## src/rtl/icr_pkg.sv

```systemverilog
package icr_pkg;

  localparam int ICR_VIEW_W = 8;

  // Read view: summary on the top bit, flags packed from bit 0.
  function automatic logic [ICR_VIEW_W-1:0] icr_view(input logic sum,
                                                     input logic [ICR_VIEW_W-2:0] flags);
    return {sum, flags};
  endfunction

  // Set/clear mask update selected by the top data bit.
  function automatic logic [ICR_VIEW_W-2:0] mask_next(input logic [ICR_VIEW_W-2:0] cur,
                                                      input logic [ICR_VIEW_W-1:0] wdat);
    if (wdat[ICR_VIEW_W-1]) return cur | wdat[ICR_VIEW_W-2:0];
    return cur & ~wdat[ICR_VIEW_W-2:0];
  endfunction

  // True when some pending flag is enabled.
  function automatic logic any_enabled(input logic [ICR_VIEW_W-2:0] flags,
                                       input logic [ICR_VIEW_W-2:0] mask);
    return |(flags & mask);
  endfunction

endpackage

```

## src/rtl/icr_pending.sv

```systemverilog
module icr_pending #(
  parameter int NSRC         = 5,
  parameter int WR_CLR_DELAY = 2
) (
  input  logic            clk,
  input  logic            rst_n,
  input  logic [NSRC-1:0] src_evt,
  input  logic            rd_en,
  input  logic            wr_en,
  output logic [NSRC-1:0] flags_q,
  output logic            wr_clr_fire
);

  logic clear_now;

  generate
    if (WR_CLR_DELAY == 0) begin : g_wr_direct
      assign wr_clr_fire = wr_en;
    end else begin : g_wr_pipe
      logic [WR_CLR_DELAY-1:0] wr_pipe_q;
      always_ff @(posedge clk) begin
        if (!rst_n) wr_pipe_q <= '0;
        else if (WR_CLR_DELAY == 1) wr_pipe_q <= wr_en;
        else wr_pipe_q <= {wr_pipe_q[WR_CLR_DELAY-2:0], wr_en};
      end
      assign wr_clr_fire = wr_pipe_q[WR_CLR_DELAY-1];
    end
  endgenerate

  assign clear_now = rd_en | wr_clr_fire;

  // New events win over a clear in the same cycle.
  always_ff @(posedge clk) begin
    if (!rst_n) flags_q <= '0;
    else        flags_q <= (clear_now ? '0 : flags_q) | src_evt;
  end

  genvar gi;
  generate
    for (gi = 0; gi < NSRC; gi++) begin : g_flag_chk
      p_flag_source_r1: assert property (@(posedge clk) disable iff (!rst_n)
        $rose(flags_q[gi]) |-> $past(src_evt[gi]));
    end
  endgenerate

  p_read_clear_r4: assert property (@(posedge clk) disable iff (!rst_n)
    rd_en |=> ((flags_q & ~$past(src_evt)) == '0));

  p_write_clear_r6: assert property (@(posedge clk) disable iff (!rst_n)
    wr_clr_fire |=> ((flags_q & ~$past(src_evt)) == '0));

endmodule

```

## src/rtl/icr_mask.sv

```systemverilog
module icr_mask
  import icr_pkg::*;
#(
  parameter int NSRC = 5
) (
  input  logic                  clk,
  input  logic                  rst_n,
  input  logic                  wr_en,
  input  logic [ICR_VIEW_W-1:0] wr_data,
  output logic [NSRC-1:0]       mask_q
);

  localparam int PAD = ICR_VIEW_W - 1 - NSRC;

  logic [ICR_VIEW_W-2:0] mask_wide;
  logic [ICR_VIEW_W-2:0] mask_upd;

  assign mask_wide = {{PAD{1'b0}}, mask_q};
  assign mask_upd  = mask_next(mask_wide, wr_data);

  always_ff @(posedge clk) begin
    if (!rst_n)     mask_q <= '0;
    else if (wr_en) mask_q <= mask_upd[NSRC-1:0];
  end

  p_mask_set_r2: assert property (@(posedge clk) disable iff (!rst_n)
    (wr_en && wr_data[ICR_VIEW_W-1]) |=>
      ((mask_q & $past(wr_data[NSRC-1:0])) == $past(wr_data[NSRC-1:0])));

  p_mask_clr_r2: assert property (@(posedge clk) disable iff (!rst_n)
    (wr_en && !wr_data[ICR_VIEW_W-1]) |=> ((mask_q & $past(wr_data[NSRC-1:0])) == '0));

endmodule

```

## src/rtl/icr_summary.sv

```systemverilog
module icr_summary
  import icr_pkg::*;
#(
  parameter int NSRC = 5
) (
  input  logic            clk,
  input  logic            rst_n,
  input  logic [NSRC-1:0] flags_q,
  input  logic [NSRC-1:0] mask_q,
  input  logic [NSRC-1:0] src_evt,
  input  logic            rd_en,
  output logic            masked_any,
  output logic            sum_q,
  output logic            req_q
);

  localparam int PAD = ICR_VIEW_W - 1 - NSRC;

  logic evt_enabled;

  assign masked_any  = any_enabled({{PAD{1'b0}}, flags_q}, {{PAD{1'b0}}, mask_q});
  assign evt_enabled = any_enabled({{PAD{1'b0}}, src_evt}, {{PAD{1'b0}}, mask_q});

  // Summary trails the flags by one cycle in both directions.
  always_ff @(posedge clk) begin
    if (!rst_n) sum_q <= 1'b0;
    else        sum_q <= masked_any;
  end

  // After a read only events of the read cycle may re-raise the request.
  always_ff @(posedge clk) begin
    if (!rst_n)     req_q <= 1'b0;
    else if (rd_en) req_q <= evt_enabled;
    else            req_q <= masked_any;
  end

  p_sum_rise_r3: assert property (@(posedge clk) disable iff (!rst_n)
    $rose(sum_q) |-> $past((flags_q & mask_q) != '0));

  p_sum_fall_r5: assert property (@(posedge clk) disable iff (!rst_n)
    $fell(sum_q) |-> $past((flags_q & mask_q) == '0));

endmodule

```

## src/rtl/icr_core.sv

```systemverilog
module icr_core
  import icr_pkg::*;
#(
  parameter int NSRC         = 5,
  parameter int WR_CLR_DELAY = 2
) (
  input  logic                  clk,
  input  logic                  rst_n,
  input  logic [NSRC-1:0]       src_evt,
  input  logic                  rd_en,
  input  logic                  wr_en,
  input  logic [ICR_VIEW_W-1:0] wr_data,
  output logic [ICR_VIEW_W-1:0] rd_data,
  output logic                  irq_n
);

  localparam int PAD = ICR_VIEW_W - 1 - NSRC;

  logic [NSRC-1:0] flags_q;
  logic [NSRC-1:0] mask_q;
  logic            wr_clr_fire;
  logic            masked_any;
  logic            sum_q;
  logic            req_q;

  icr_pending #(.NSRC(NSRC), .WR_CLR_DELAY(WR_CLR_DELAY)) u_pending (
    .clk(clk), .rst_n(rst_n), .src_evt(src_evt), .rd_en(rd_en), .wr_en(wr_en),
    .flags_q(flags_q), .wr_clr_fire(wr_clr_fire));

  icr_mask #(.NSRC(NSRC)) u_mask (
    .clk(clk), .rst_n(rst_n), .wr_en(wr_en), .wr_data(wr_data), .mask_q(mask_q));

  icr_summary #(.NSRC(NSRC)) u_summary (
    .clk(clk), .rst_n(rst_n), .flags_q(flags_q), .mask_q(mask_q), .src_evt(src_evt),
    .rd_en(rd_en), .masked_any(masked_any), .sum_q(sum_q), .req_q(req_q));

  assign rd_data = icr_view(sum_q, {{PAD{1'b0}}, flags_q});
  assign irq_n   = ~req_q | rd_en;

  always_comb begin
    p_read_release_r8: assert (!(rst_n && rd_en) || irq_n);
  end

  p_pin_fall_r7: assert property (@(posedge clk) disable iff (!rst_n)
    $fell(irq_n) |-> (sum_q || $past(rd_en)));

  p_reset_idle_r10: assert property (@(posedge clk)
    $past(!rst_n) |-> (irq_n && rd_data == '0));

  p_pin_needs_enable_r3: assert property (@(posedge clk) disable iff (!rst_n)
    (!irq_n && !$past(rd_en)) |-> $past(masked_any));

endmodule

```

## config.mk

```make
export PLATFORM = sky130hd
export DESIGN_NAME = icr_core
export DESIGN_NICKNAME = d
export VERILOG_FILES = /design/src/rtl/icr_pkg.sv /design/src/rtl/icr_pending.sv /design/src/rtl/icr_mask.sv /design/src/rtl/icr_summary.sv /design/src/rtl/icr_core.sv
export SDC_FILE = /design/constraint.sdc
export NUM_CORES = 1
export LEC_CHECK = 0
export BUFFER_PORTS_ARGS = -buffer_cell sky130_fd_sc_hd__buf_2
export CAP_MARGIN = 40
export CORE_AREA = 2 2 39 41
export DETAILED_ROUTE_END_ITERATION = 16
export DIE_AREA = 0 0 41 43
export GPL_ROUTABILITY_DRIVEN = 0
export PLACE_DENSITY_LB_ADDON = 0.15
export SLEW_MARGIN = 15
export SYNTH_ARGS = -nofsm -noshare
export SYNTH_HDL_FRONTEND = slang
export SYNTH_SLANG_ARGS = --single-unit
```

## constraint.sdc

```tcl
create_clock -name clk -period 2.26 [get_ports clk]
set_clock_uncertainty 0.2 [all_clocks]
set_input_delay 0.339 -clock clk [delete_from_list [all_inputs] [get_ports clk]]
set_output_delay 0.339 -clock clk [all_outputs]
set_load 0.03 [all_outputs]
```

==> flow_summary.yaml <==
cells_and_area:
  syn_to_final_growth_pct: 25.2
  diodes: 0
  multiInputGateArea_sq_um: 248
  layout-drive-gt1-share_pct: 32.9
  fillers: 141
  seq_area_sq_um: 280
  final_nets: 97
synthesis:
  synth-compound-area-share_pct: 14.1
  async_flop_share_pct: 0
  synth_area_per_cell_sq_um: 9.66
  synth_common_cells: "dfxtp_1 (14), nor2b_1 (9), nand2_1 (7), a21oi_1 (5), mux2i_1 (4)"
  ys.flop_type: "dfxtp_1"
  synth_cell_types: 17
  synthAdderAreaFrac_pct: 0
  synth.area.top_cells: "dfxtp_1 (51%), nor2b_1 (10%), mux2i_1 (7.3%)"
  synth_top_cell_by_area: "dfxtp_1"
  yosys_warnings: 0
  synth_top_cell_area_share_pct: 50.9
  synth_edf_count: 0
  synth_area_sq_um: 551
  yosysSeqAreaShare_pct: 50.9
  synth.most_common_cell: "dfxtp_1"
  synth_cells: 57
  synth_top_family_by_area: "simple AND/OR/NAND/NOR gates"
  ys_ff_latch: 14
  yosys.area_share.simple_pct: 22.3
  synth_mux_area_share_pct: 7.27
  synth_xor_area_share_pct: 0
power_and_ir_drop:
  p_switching_uw: 132
  p_seq_share_pct: 51.7
  ir_drop_v: 0.000316
  p_leak_nw: 0.340
  clkPwrFrac_pct: 34.2
  power.density_nw_per_um2: 755
  p_int_uw: 389
  swShare_pct: 25.3
  p_comb_share_pct: 14.0
floorplan:
  die_w_microns: 41
  io_pins: 26
  row_count: 14
  die_h_microns: 43
  core_sq_um: 1380
  dieArea_sq_um: 1760
  start_util_pct: 39.8
cts:
  cts_buffer_depth: 2
  cts_tree: "yes"
  clock-sinks: 14
  cts_setup_buffers: 0
  clk_pin_slew_ps: 90
  ctsRootBufferMaster: "clkbuf_4"
  cts_buffers: 3
  ctsHtreeMaxLevel: 1
  clk_latency_ps: 280
  cts_hold_buf: 0
  cts_resized: 0
timing:
  grt_setup_unrepaired: "no"
  finalSetupTns_ps: 0
  final.setup.worst_slack_ps: 873
  layout_min_cycle_time_ps: 1390
  max_freq_ghz: 0.721
  whs_ps: 98.8
  setup_violations: 0
  maxSlewViolCount: 0
  hold_viol: 0
  period_share_pct: 61.4
worst_setup_path:
  crit_path_cell_trace: "buf_2"
  timing.rr.end: "u_summary.req_q"
  cp.depth: 1
  critPathArrivalTime_ps: 850
  crit_type: "register to output pin"
  cp-start-kind: "register"
  cpPeakStageDelay_ps: 360
  cp_max_fo: 3
  cp.required_ps: 1720
  rr_worst_depth: 3
  end_kind: "output pin"
  crit_buf_inv: 1
  reg2reg_slack_ps: 960
  slowest_stage: "dfxtp_1"
  crit-reg2reg-launch: "u_pending.flags_q[3]"
  crit_family: "flip-flops"
drt:
  drtAntennaViolNets: 0
  finalWirelength_mm: 1.01
  drc_errors: 0
  first_pass_iters: 4
  drt-initial-drc-count: 7
  wl_per_cell_microns: 10.6
  viasPerCell: 4.68
  route.vias.total: 445
worst_hold_path:
  hold_path.class: "input port to register"
  hp-start: "src_evt[3]"
  holdPathStages: 3
  min_to: "u_pending.flags_q[3]"
grt:
  gr-usage-all-layers_pct: 15.1
  grt_start_max_net_pins: 15
  overflow: 0
  grt_pass1_wl_mm: 1.72
  antenna_found_initial: 0
  grt_pass1_vias: 406
place:
  portBuffers: 21
  preCtsSetupSlack_ps: 921
flow_run:
  maxCapViolations: 0
outcome:
  status: "finished, final reports clean"
worst max path at each step:
| stage | from | endpoint | slack [ps] |
|---|---|---|---|
| floorplan | u_pending.flags_q[3] | u_summary.req_q | 910 |
| global placement | src_evt[2] | u_summary.req_q | 910 |
| detailed placement | src_evt[2] | u_summary.req_q | 920 |
| finish | u_pending.flags_q[4] | rd_data[4] | 870 |
| global route | u_pending.flags_q[2] | rd_data[2] | 810 |
| CTS | u_pending.flags_q[3] | rd_data[3] | 860 |
layout by cell type, fill, tap and decap left out:
cell       n
and2_1     2
conb_1     2
o211a_1    1
mux2i_1    4
dfxtp_1   14
nand3_1    2
a21oi_1    5
nand2b_1   1
nor2b_1    9
nor2_1     1
clkbuf_4   3
clkbuf_8   1
and2_2     1
buf_2     21
nand2_1    7
a222oi_1   2
a21boi_0   1
a22oi_1    2
metrics by stage:
step	power (mW)	std cells	instance area (sq um)	util, %
3_5_place_dp	0.349	91	653	47.2
2_1_floorplan	0.323	58	554	-
6_report	0.520	95	689	49.8
5_1_grt	0.549	95	689	49.8
3_3_place_gp	0.348	91	653	47.2
4_1_cts	0.528	95	689	49.8
cells by family (layout without fill, tap and decap cells):
group | Yosys count | after routing
AO/OA/AOI/OAI | 11 | 11
buffers and inverters | 4 | 25
flip-flops | 14 | 14
multiplexers | 4 | 4
other | 1 | 2
AND/OR/NAND/NOR | 23 | 23
tightest hold or removal path, stage by stage:
cell and delay, ps:
buf_2 90, a21oi_1 30, nor2b_1 80
metal layers:
layer | vias up | global-route usage, % | share of wire [%]
met1 | 194 | 19.7 | 44
met4 | 0 | 12.0 | 1.2
li1 | 233 | - | -
met5 | - | 0 | 0
met2 | 16 | 20.3 | 49
met3 | 2 | 3.14 | 5.8
layout make-up:
type / count / share of cell area [%]
flip-flops and latches: 14 / 40.7
clock buffers: 4 / 5.26
repair buffers: 21 / 15.2
multi-input cells: 40 / 35.9
well taps: 16 / 2.90
power by group through the flow:
stage,combinational [mW],clock (mW),sequential (mW)
2_1_floorplan,0.0388,0,0.285
3_3_place_gp,0.0732,0,0.275
3_5_place_dp,0.0737,0,0.275
4_1_cts,0.0739,0.185,0.269
5_1_grt,0.0813,0.196,0.271
6_report,0.0730,0.178,0.269
(Power assumes the default switching activity.)
